`config.mk`:
```
export PLATFORM = sky130hd
export DESIGN_NAME = canfd_dual_bittime
export DESIGN_NICKNAME = d
export VERILOG_FILES = /design/src/rtl/can_fdbt_pkg.sv /design/src/rtl/fdbt_tq_gen.sv /design/src/rtl/fdbt_phase.sv /design/src/rtl/fdbt_rate_ctrl.sv /design/src/rtl/canfd_dual_bittime.sv
export SDC_FILE = /design/constraint.sdc
export NUM_CORES = 1
export LEC_CHECK = 0
export ABC_AREA = 1
export BUFFER_PORTS_ARGS = -buffer_cell sky130_fd_sc_hd__buf_4
export CORE_MARGIN = 4
export CORE_UTILIZATION = 50
export DETAILED_ROUTE_END_ITERATION = 16
export PLACE_DENSITY = 0.78
export SKIP_LAST_GASP = 1
export SYNTH_ARGS = -nofsm -noshare
export SYNTH_HDL_FRONTEND = slang
export SYNTH_SLANG_ARGS = --single-unit
```
`constraint.sdc`:
```
create_clock -name clk -period 2.2 [get_ports clk]
set_input_delay 0.22 -clock clk [delete_from_list [all_inputs] [get_ports clk]]
set_output_delay 0.22 -clock clk [all_outputs]
set_load 0.05 [all_outputs]
```
`src/rtl/can_fdbt_pkg.sv`:
```
// Shared widths and types for the dual-rate bit timing block.
// Assumes: segment and prescaler values fit the widths below.
package can_fdbt_pkg;
    localparam int PRESC_W = 8;
    localparam int SEG1_W  = 7;
    localparam int SEG2_W  = 5;
    localparam int SEGC_W  = (SEG1_W > SEG2_W) ? SEG1_W : SEG2_W;

    // one rate setting: clocks per quantum and two segment lengths in quanta
    typedef struct packed {
        logic [PRESC_W-1:0] presc;
        logic [SEG1_W-1:0]  seg1;
        logic [SEG2_W-1:0]  seg2;
    } bit_cfg_t;

    typedef enum logic [1:0] {
        PH_SYNC = 2'd0,
        PH_SEG1 = 2'd1,
        PH_SEG2 = 2'd2
    } bit_phase_e;
endpackage

```
`src/rtl/fdbt_tq_gen.sv`:
```
// Quantum tick generator: tq_end_o is high on the last clock of each quantum.
// Assumes: presc_i >= 1; presc_i only changes at a quantum boundary or in reset.
module fdbt_tq_gen
    import can_fdbt_pkg::*;
(
    input  logic               clk,
    input  logic               rst_n,
    input  logic               restart_i,
    input  logic [PRESC_W-1:0] presc_i,
    output logic               tq_end_o
);
    localparam logic [PRESC_W-1:0] ONE = PRESC_W'(1);

    logic [PRESC_W-1:0] clk_cnt;

    assign tq_end_o = (clk_cnt == (presc_i - ONE));

    // count clocks inside the current quantum, wrapping at its end
    always_ff @(posedge clk) begin
        if (!rst_n || restart_i) begin
            clk_cnt <= '0;
        end else if (tq_end_o) begin
            clk_cnt <= '0;
        end else begin
            clk_cnt <= clk_cnt + ONE;
        end
    end

    assert_tq_bound_R2: assert property (@(posedge clk) disable iff (!rst_n)
        (presc_i != '0) |-> (clk_cnt < presc_i));
endmodule

```
`src/rtl/fdbt_phase.sv`:
```
// Bit phase sequencer: SYNC (1 tq), segment 1, segment 2. Raises the sample strobe
// on the last clock of segment 1 and the bit-end strobe on the last clock of segment 2.
// Assumes: seg1_i >= 1 and seg2_i >= 1; tq_end_i comes from the quantum generator.
module fdbt_phase
    import can_fdbt_pkg::*;
(
    input  logic              clk,
    input  logic              rst_n,
    input  logic              restart_i,
    input  logic              tq_end_i,
    input  logic [SEG1_W-1:0] seg1_i,
    input  logic [SEG2_W-1:0] seg2_i,
    output logic              sample_o,
    output logic              bit_end_o
);
    localparam logic [SEGC_W-1:0] ONE = SEGC_W'(1);

    bit_phase_e        phase;
    logic [SEGC_W-1:0] seg_cnt;
    logic              seg1_last;
    logic              seg2_last;

    // last quantum of each segment, compared in the common counter width
    always_comb begin
        seg1_last = (seg_cnt == (SEGC_W'(seg1_i) - ONE));
        seg2_last = (seg_cnt == (SEGC_W'(seg2_i) - ONE));
    end

    assign sample_o  = tq_end_i && (phase == PH_SEG1) && seg1_last;
    assign bit_end_o = tq_end_i && (phase == PH_SEG2) && seg2_last;

    // step through the segments one quantum at a time
    always_ff @(posedge clk) begin
        if (!rst_n || restart_i) begin
            phase   <= PH_SYNC;
            seg_cnt <= '0;
        end else if (tq_end_i) begin
            unique case (phase)
                PH_SYNC: begin
                    phase   <= PH_SEG1;
                    seg_cnt <= '0;
                end
                PH_SEG1: begin
                    if (seg1_last) begin
                        phase   <= PH_SEG2;
                        seg_cnt <= '0;
                    end else begin
                        seg_cnt <= seg_cnt + ONE;
                    end
                end
                PH_SEG2: begin
                    if (seg2_last) begin
                        phase   <= PH_SYNC;
                        seg_cnt <= '0;
                    end else begin
                        seg_cnt <= seg_cnt + ONE;
                    end
                end
                default: begin
                    phase   <= PH_SYNC;
                    seg_cnt <= '0;
                end
            endcase
        end
    end

    assert_one_strobe_R11: assert property (@(posedge clk) disable iff (!rst_n)
        !(sample_o && bit_end_o));
    assert_restart_quiet_R3: assert property (@(posedge clk) disable iff (!rst_n)
        restart_i |=> (!sample_o && !bit_end_o));
endmodule

```
`src/rtl/fdbt_rate_ctrl.sv`:
```
// Rate selector: captures the switch enable at start of frame, selects the data
// rate at the sample point of a qualifying switch bit, and returns to nominal at
// the sample point of the CRC delimiter or at the next start of frame.
// Assumes: phase markers are held for the whole bit they mark.
module fdbt_rate_ctrl (
    input  logic clk,
    input  logic rst_n,
    input  logic sof_i,
    input  logic switch_en_i,
    input  logic fdf_i,
    input  logic brs_bit_i,
    input  logic brs_val_i,
    input  logic crc_delim_i,
    input  logic sample_i,
    output logic data_rate_o
);
    logic en_frame;
    logic go_data;
    logic go_nominal;

    // switch and return conditions, both evaluated at the sample point
    always_comb begin
        go_data    = sample_i && !data_rate_o && brs_bit_i && fdf_i && brs_val_i && en_frame;
        go_nominal = sample_i && data_rate_o && crc_delim_i;
    end

    // hold the enable seen at start of frame for the whole frame
    always_ff @(posedge clk) begin
        if (!rst_n) begin
            en_frame <= 1'b0;
        end else if (sof_i) begin
            en_frame <= switch_en_i;
        end
    end

    // track the active rate
    always_ff @(posedge clk) begin
        if (!rst_n || sof_i) begin
            data_rate_o <= 1'b0;
        end else if (go_nominal) begin
            data_rate_o <= 1'b0;
        end else if (go_data) begin
            data_rate_o <= 1'b1;
        end
    end

    assert_rise_at_brs_R5: assert property (@(posedge clk) disable iff (!rst_n)
        $rose(data_rate_o) |-> $past(sample_i && brs_bit_i && !sof_i));
    assert_rise_recessive_R8: assert property (@(posedge clk) disable iff (!rst_n)
        $rose(data_rate_o) |-> $past(brs_val_i));
    assert_rise_fd_only_R9: assert property (@(posedge clk) disable iff (!rst_n)
        $rose(data_rate_o) |-> $past(fdf_i));
    assert_fall_point_R7: assert property (@(posedge clk) disable iff (!rst_n)
        $fell(data_rate_o) |-> $past(sof_i || (sample_i && crc_delim_i)));
    assert_sof_nominal_R10: assert property (@(posedge clk) disable iff (!rst_n)
        sof_i |=> !data_rate_o);
endmodule

```
`src/rtl/canfd_dual_bittime.sv`:
```
// Dual-rate CAN FD bit timing generator. Selects the nominal or data setting
// from the rate selector and drives the quantum generator and phase sequencer.
// Assumes: settings are static outside reset; both settings use the same
// quantum length when a frame must keep one quantum throughout.
module canfd_dual_bittime
    import can_fdbt_pkg::*;
(
    input  logic               clk,
    input  logic               rst_n,
    input  logic [PRESC_W-1:0] nom_presc_i,
    input  logic [SEG1_W-1:0]  nom_seg1_i,
    input  logic [SEG2_W-1:0]  nom_seg2_i,
    input  logic [PRESC_W-1:0] dat_presc_i,
    input  logic [SEG1_W-1:0]  dat_seg1_i,
    input  logic [SEG2_W-1:0]  dat_seg2_i,
    input  logic               rate_sw_en_i,
    input  logic               fd_frame_i,
    input  logic               brs_bit_i,
    input  logic               brs_val_i,
    input  logic               crc_delim_i,
    input  logic               sof_i,
    output logic               sample_o,
    output logic               bit_end_o,
    output logic               data_rate_o
);
    bit_cfg_t nom_cfg;
    bit_cfg_t dat_cfg;
    bit_cfg_t act_cfg;
    logic     tq_end;

    // pick the setting for the current rate
    always_comb begin
        nom_cfg = '{presc: nom_presc_i, seg1: nom_seg1_i, seg2: nom_seg2_i};
        dat_cfg = '{presc: dat_presc_i, seg1: dat_seg1_i, seg2: dat_seg2_i};
        act_cfg = data_rate_o ? dat_cfg : nom_cfg;
    end

    fdbt_tq_gen u_tq (
        .clk       (clk),
        .rst_n     (rst_n),
        .restart_i (sof_i),
        .presc_i   (act_cfg.presc),
        .tq_end_o  (tq_end)
    );

    fdbt_phase u_phase (
        .clk       (clk),
        .rst_n     (rst_n),
        .restart_i (sof_i),
        .tq_end_i  (tq_end),
        .seg1_i    (act_cfg.seg1),
        .seg2_i    (act_cfg.seg2),
        .sample_o  (sample_o),
        .bit_end_o (bit_end_o)
    );

    fdbt_rate_ctrl u_rate (
        .clk         (clk),
        .rst_n       (rst_n),
        .sof_i       (sof_i),
        .switch_en_i (rate_sw_en_i),
        .fdf_i       (fd_frame_i),
        .brs_bit_i   (brs_bit_i),
        .brs_val_i   (brs_val_i),
        .crc_delim_i (crc_delim_i),
        .sample_i    (sample_o),
        .data_rate_o (data_rate_o)
    );

    assert_reset_quiet_R1: assert property (@(posedge clk)
        !rst_n |=> (!data_rate_o));
endmodule

```
==> results.ini, run 1 <==
[placement]
port_buffers = 50
gp_congestion = 0.827
hpwl_mm = 4.43
dp.cells = 497
post-place-ws_ns = -0.0878
post_dp_cell_area_mm2 = 0.00274

[cts]
cts_tree = built
cts_buffer_depth = 2
numCtsBuffers = 3
cts.sinks = 19
clk_latency_ns = 0.25
h-tree-depth = 1
ctsRootBufferMaster = clkbuf_8
path_clk_slew_ns = 0.07

[power]
ir_drop_uv = 221
leakage_uw = 0.00157
p_per_area_mw_per_mm2 = 276

[global_route]
grt_max_degree = 22
use_met1_pct = 27.9
antenna_found_initial = 0
grt_first_pass_wirelength_mm = 9.34
use_met3_pct = 2.16
grt_busiest_layer = met2
grt_use_met2_pct = 35.1
grt_pass1_vias = 2239
grt_overflow = 0
grt_usage_pct = 21.0

[timing]
min_period_ns = 2.47
drv_slew = 0
worst_slack_ns = -0.273
max_slew_margin_pct = 78.3
clock.fmax_mhz = 404
rsz0062_at_grt = true
fin_skew_ns = 0.00148
setup_viol = 9
tightestPinTransition_ns = 0.323
finalCritPeriodShare_pct = 112
finalHoldViolations = 0

[layout]
finalNetCount = 520
multi_input_area_mm2 = 0.00168
final_common_cell = nand2_1
final_cells = 513
antenna_cells = 0
area_delta_synth_final_pct = 40.8
final_cell_mix = 129 x nand2_1, 68 x inv_1, 64 x buf_4
drive_above_1_share_pct = 28.9
final_cell_area_mm2 = 0.00309
register_area_um2 = 384
fill_cells = 327

[drt]
drt_wl_total_mm = 5.98
firstDrtPassIters = 4
vias_per_cell = 4.97
wl_per_cell_um = 11.7
drc = 0
drt_iter0_markers = 187
vias = 2552
ant_nets = 0

[logic_synthesis]
synth-main-ff-cell = dfxtp_1
syn_nets = 447
synth_seq_cells = 19
synth_cells = 391
ys_seq_area_share_pct = 17.3
avgSynthCellArea_um2 = 5.62
synth_compound_area_share_pct = 5.58
yosys.area_share.simple_pct = 52.2
syn_area_mm2 = 0.00220
synthXorXnorAreaFrac_pct = 4.38
synth_cell_types = 30
muxShareOfSynthArea_pct = 0
synthArstFlopShare_pct = 0
synth_fa_ha_area_share_pct = 4.55
yosysWarnings = 0
synth_top_family_by_area = simple AND/OR/NAND/NOR gates
synth_edf_count = 0

[setup_path]
crit_path_start_kind = flop
cp-end-kind = primary output
arrival_ns = 2.25
crit_required_ns = 1.98
cpPeakStageDelay_ns = 0.42
critPathKind = reg -> out
worstRegToRegCells = 16
slowest_stage = dfxtp_4
crit_chain = inv_8, buf_12, nand2_4, nand2_4, ha_4, xor2_1, nand3_1, nor2_1, nand2_1, nor2_1, nand2_1, nor2_2, nand2_2, clkinvlp_4, buf_8
cp_max_fo = 6

[hold_path]
hold_depth = 2
hp-class = in -> reg

[die]
core_area_mm2 = 0.00412
die_h_um = 74.3
io_pins = 51
dieArea_mm2 = 0.00552
start_util_pct = 53.4
num_rows = 23
die_w_um = 74.3

[run]
drv_cap = 0

[outcome]
violations = negative setup slack
outcome = finished, violations left

-- cell usage after synthesis (3+ instances only) --
master	instances	share of area, %
a21oi_1	6	1.4
dfxtp_1	19	17
ha_1	8	4.6
inv_1	69	12
nand2_1	144	25
nand2_2	8	2.3
nand2_4	3	1.5
nand3_1	40	9.1
nand3b_1	7	2.4
nand4_1	4	1.1
nor2_1	29	5.0
nor2_2	6	1.7
nor3_1	3	0.68
o21ai_0	10	2.3
o21ai_1	5	1.1
xor2_1	9	3.6
-- layout make-up --
type | instances | share of cell area (%)
inverters | 72 | 9.10
well taps | 50 | 2.02
clock buffers | 4 | 1.46
flip-flops and latches | 19 | 12.4
multi-input cells | 295 | 54.2
repair buffers | 73 | 20.8
-- power by group --
group | total [µW] | switching [µW] | leakage (µW) | internal [µW]
Clock | 244 | 115 | 0.0000228 | 129
Sequential | 349 | 3.34 | 0.000154 | 346
Combinational | 262 | 135 | 0.00140 | 127
-- worst paths after layout --
| kind | from | endpoint | slack (ns) |
|---|---|---|---|
| setup / recovery | u_rate.data_rate_o | sample_o | -0.27 |
| hold / removal | sof_i | u_rate.en_frame | 0.15 |
| setup reg to reg | u_rate.data_rate_o | u_phase.seg_cnt[5] | -0.06 |
| hold reg to reg | u_tq.clk_cnt[0] | u_tq.clk_cnt[0] | 0.51 |
-- registers in the layout, indices dropped and copies added, names as in the netlist --
signal	count
u_rate.data_rate_o	1
u_phase.phase	2
u_tq.clk_cnt	8
u_rate.en_frame	1
u_phase.seg_cnt	7
-- critical path, delay by kind of cell (launching register included) --
family | cells | cell delay [ns]
xor gates and xnor gates | 1 | 0.14
and+or+nand+nor | 9 | 0.76
adders and majority gates | 1 | 0.26
DFF | 1 | 0.42
buffers and inverters | 4 | 0.41
-- routing by layer --
metal / vias to the layer above / share of wire [%]
met2: 74 / 46
met4: 0 / 2.0
met5: - / 0
li1: 1339 / -
met1: 1129 / 46
met3: 10 / 5.7
-- through the flow --
stage	power [µW]	utilization (%)	hold WS (ns)	TNS (ns)
finish	855	75.2	0.153	-0.797
global route	906	75.2	0.158	-2.59
CTS	847	71.3	0.148	-2.07
detailed placement	593	66.5	0.425	-0.231
global placement	588	66.5	0.422	-0.0585
floorplan	497	-	0.313	-0.449
-- cell families after synthesis --
family	count (synthesis)
buffers and inverters	78
xor gates and xnor gates	11
DFF	19
adders and majority gates	8
AOI/OAI and AO/OA	23
and+or+nand+nor	252
-- timing repair --
action	CTS	global route
endpoints found under the setup margin	11	20
hold buffers	0	0
resized for setup	22	21
setup buffers	8	9
pin swaps	23	16
cloned	1	2
Power figures use the tool's default switching activity.
==> inputs of run 2 (changes only) <==
CORE_MARGIN = default   (was 4)
CTS_CLUSTER_DIAMETER = 200   (was default)
PLACE_DENSITY = 0.87   (was 0.78)
==> results.ini, run 2 (synthesis gave the netlist of run 1 again) <==
[die]
io_pins = 51
start_util_pct = 53.4
die_h_um = 68.3
die_w_um = 68.3
dieArea_mm2 = 0.00467
core_area_mm2 = 0.00412
num_rows = 23

[setup_path]
r2r_slack_ns = -0.07
worstReg2RegStart = u_rate.data_rate_o
arrival_ns = 2.29
crit_path_start_kind = flop
crit_required_ns = 1.98
cp-end-kind = primary output
worstRegToRegCells = 16
cp_max_fo = 10
critPathKind = reg -> out
r2r_end = u_phase.seg_cnt[4]

[hold_path]
hp-class = in -> reg
hold_depth = 2
min_from = sof_i
worst_hold_path.endpoint = u_rate.en_frame

[timing]
setup_viol = 10
tightestPinTransition_ns = 0.992
rsz0062_at_grt = true
drv_slew = 0
clock.fmax_mhz = 398
worst_slack_ns = -0.312
max_slew_margin_pct = 33.6
min_period_ns = 2.51
finalHoldViolations = 0
finalCritPeriodShare_pct = 114
fin_skew_ns = 0.00175

[layout]
fill_cells = 337
antenna_cells = 0
final_cell_area_mm2 = 0.00298
regMostFlops = u_tq.clk_cnt
final_common_cell = nand2_1
finalNetCount = 519
drive_above_1_share_pct = 28.4
area_delta_synth_final_pct = 35.4
final_cell_mix = 133 x nand2_1, 68 x buf_4, 67 x inv_1
final_util_pct = 72.3
top_regs = u_tq.clk_cnt: 8 flops, u_phase.seg_cnt: 7 flops, u_phase.phase: 2 flops
largest_reg_flops = 8

[power]
p_int_uw = 601
p_per_area_mw_per_mm2 = 291
combPwrFrac_pct = 30.6
switchingPower_uw = 267
ir_drop_uv = 435
seq_power_share_pct = 40.2
clkPwrFrac_pct = 29.2
leakage_uw = 0.00154
power_switching_share_pct = 30.8

[drt]
ant_nets = 0
drt_wl_total_mm = 6.06
drc = 0
vias_per_cell = 4.99
vias = 2557
firstDrtPassIters = 5
wl_per_cell_um = 11.8
drt_iter0_markers = 108

[cts]
cts.sinks = 19
ctsRootBufferMaster = clkbuf_8
cts_buffer_depth = 2
h-tree-depth = 1
numCtsBuffers = 3
path_clk_slew_ns = 0.08
cts_tree = built
clk_latency_ns = 0.26

[outcome]
outcome = finished, violations left
violations = negative setup slack

[placement]
gp_congestion = 0.872
port_buffers = 50
hpwl_mm = 4.64
post_dp_cell_area_mm2 = 0.00278

[global_route]
antenna_found_initial = 0
grt_max_degree = 15
grt_usage_pct = 25.5
grt_overflow = 0
grt_first_pass_wirelength_mm = 8.98
grt_pass1_vias = 2234

[run]
drv_cap = 0

run 2: cell types whose count changed in the layout (fill, tap and decap cells not counted), moves of 3 or more:
cell,delta
buf_4,+4
o21ai_1,-4
nand2_1,+4
nand3_2,-3
run 2: what timing repair did:
action / 4_1_cts / 5_1_grt
gates resized for setup: 14 / 14
gates cloned: 0 / 1
pin swaps: 15 / 4
hold buffers: 0 / 0
buffers inserted: 3 / 1
endpoints found under the setup margin: 11 / 20
endpoints found under the hold margin: 0 / 0
run 2: how the worst max path moves through the flow:
stage / startpoint / endpoint / slack [ns] / cells past startpoint
CTS: u_rate.data_rate_o / bit_end_o / -0.31 / 14
floorplan: u_rate.data_rate_o / bit_end_o / -0.33 / 14
detailed placement: u_rate.data_rate_o / u_phase.phase[0] / -0.09 / 14
finish: u_rate.data_rate_o / sample_o / -0.31 / 16
global placement: u_rate.data_rate_o / bit_end_o / -0.06 / 14
global route: u_rate.data_rate_o / sample_o / -0.47 / 15
run 2: through the flow:
step,hold slack (ns),std cells,total power [µW],TNS (ns),setup WS [ns]
global placement,0.414,503,594,-0.137,-0.0581
global route,0.141,512,920,-2.95,-0.468
CTS,0.145,510,851,-0.626,-0.310
floorplan,0.313,391,497,-0.449,-0.332
finish,0.139,512,868,-0.964,-0.312
detailed placement,0.418,503,600,-0.468,-0.0856
run 2: area by class of cell:
class	count	area, µm²	area share [%]
Multi-Input combinational cell	295	1630	54.6
Timing Repair Buffer	72	577	19.4
Sequential cell	19	384	12.9
Inverter	72	282	9.46
Tap cell	50	62.6	2.10
Clock buffer	3	41.3	1.39
Clock inverter	1	5.00	0.168
run 2: critical path, stage by stage, from the launching register on:
cell and delay [ns]:
dfxtp_4 0.40, inv_8 0.08, buf_12 0.12, nand2_2 0.05
nand2_2 0.09, ha_4 0.16, nand2_1 0.08, nor2_2 0.17
nand3b_1 0.10, nand2_1 0.06, nand2_1 0.05, nor2_1 0.11
nand2_1 0.11, nor2_2 0.14, nand2_2 0.09, clkinvlp_4 0.08
buf_8 0.13
run 2: metal layers:
layer	vias up	part of all wire (%)	global-route usage, %
met5	-	0	0
met4	0	1.9	10.2
met3	10	5.3	3.17
met2	95	48	43.8
met1	1115	44	31.8
li1	1337	-	-
run 2: power by group through the flow:
stage	Combinational (µW)	Sequential, µW	Clock (µW)
after floorplan	141	356	0
after global placement	237	357	0
final	265	349	253
after detailed placement	243	357	0
after global routing	296	349	274
after CTS	252	349	250
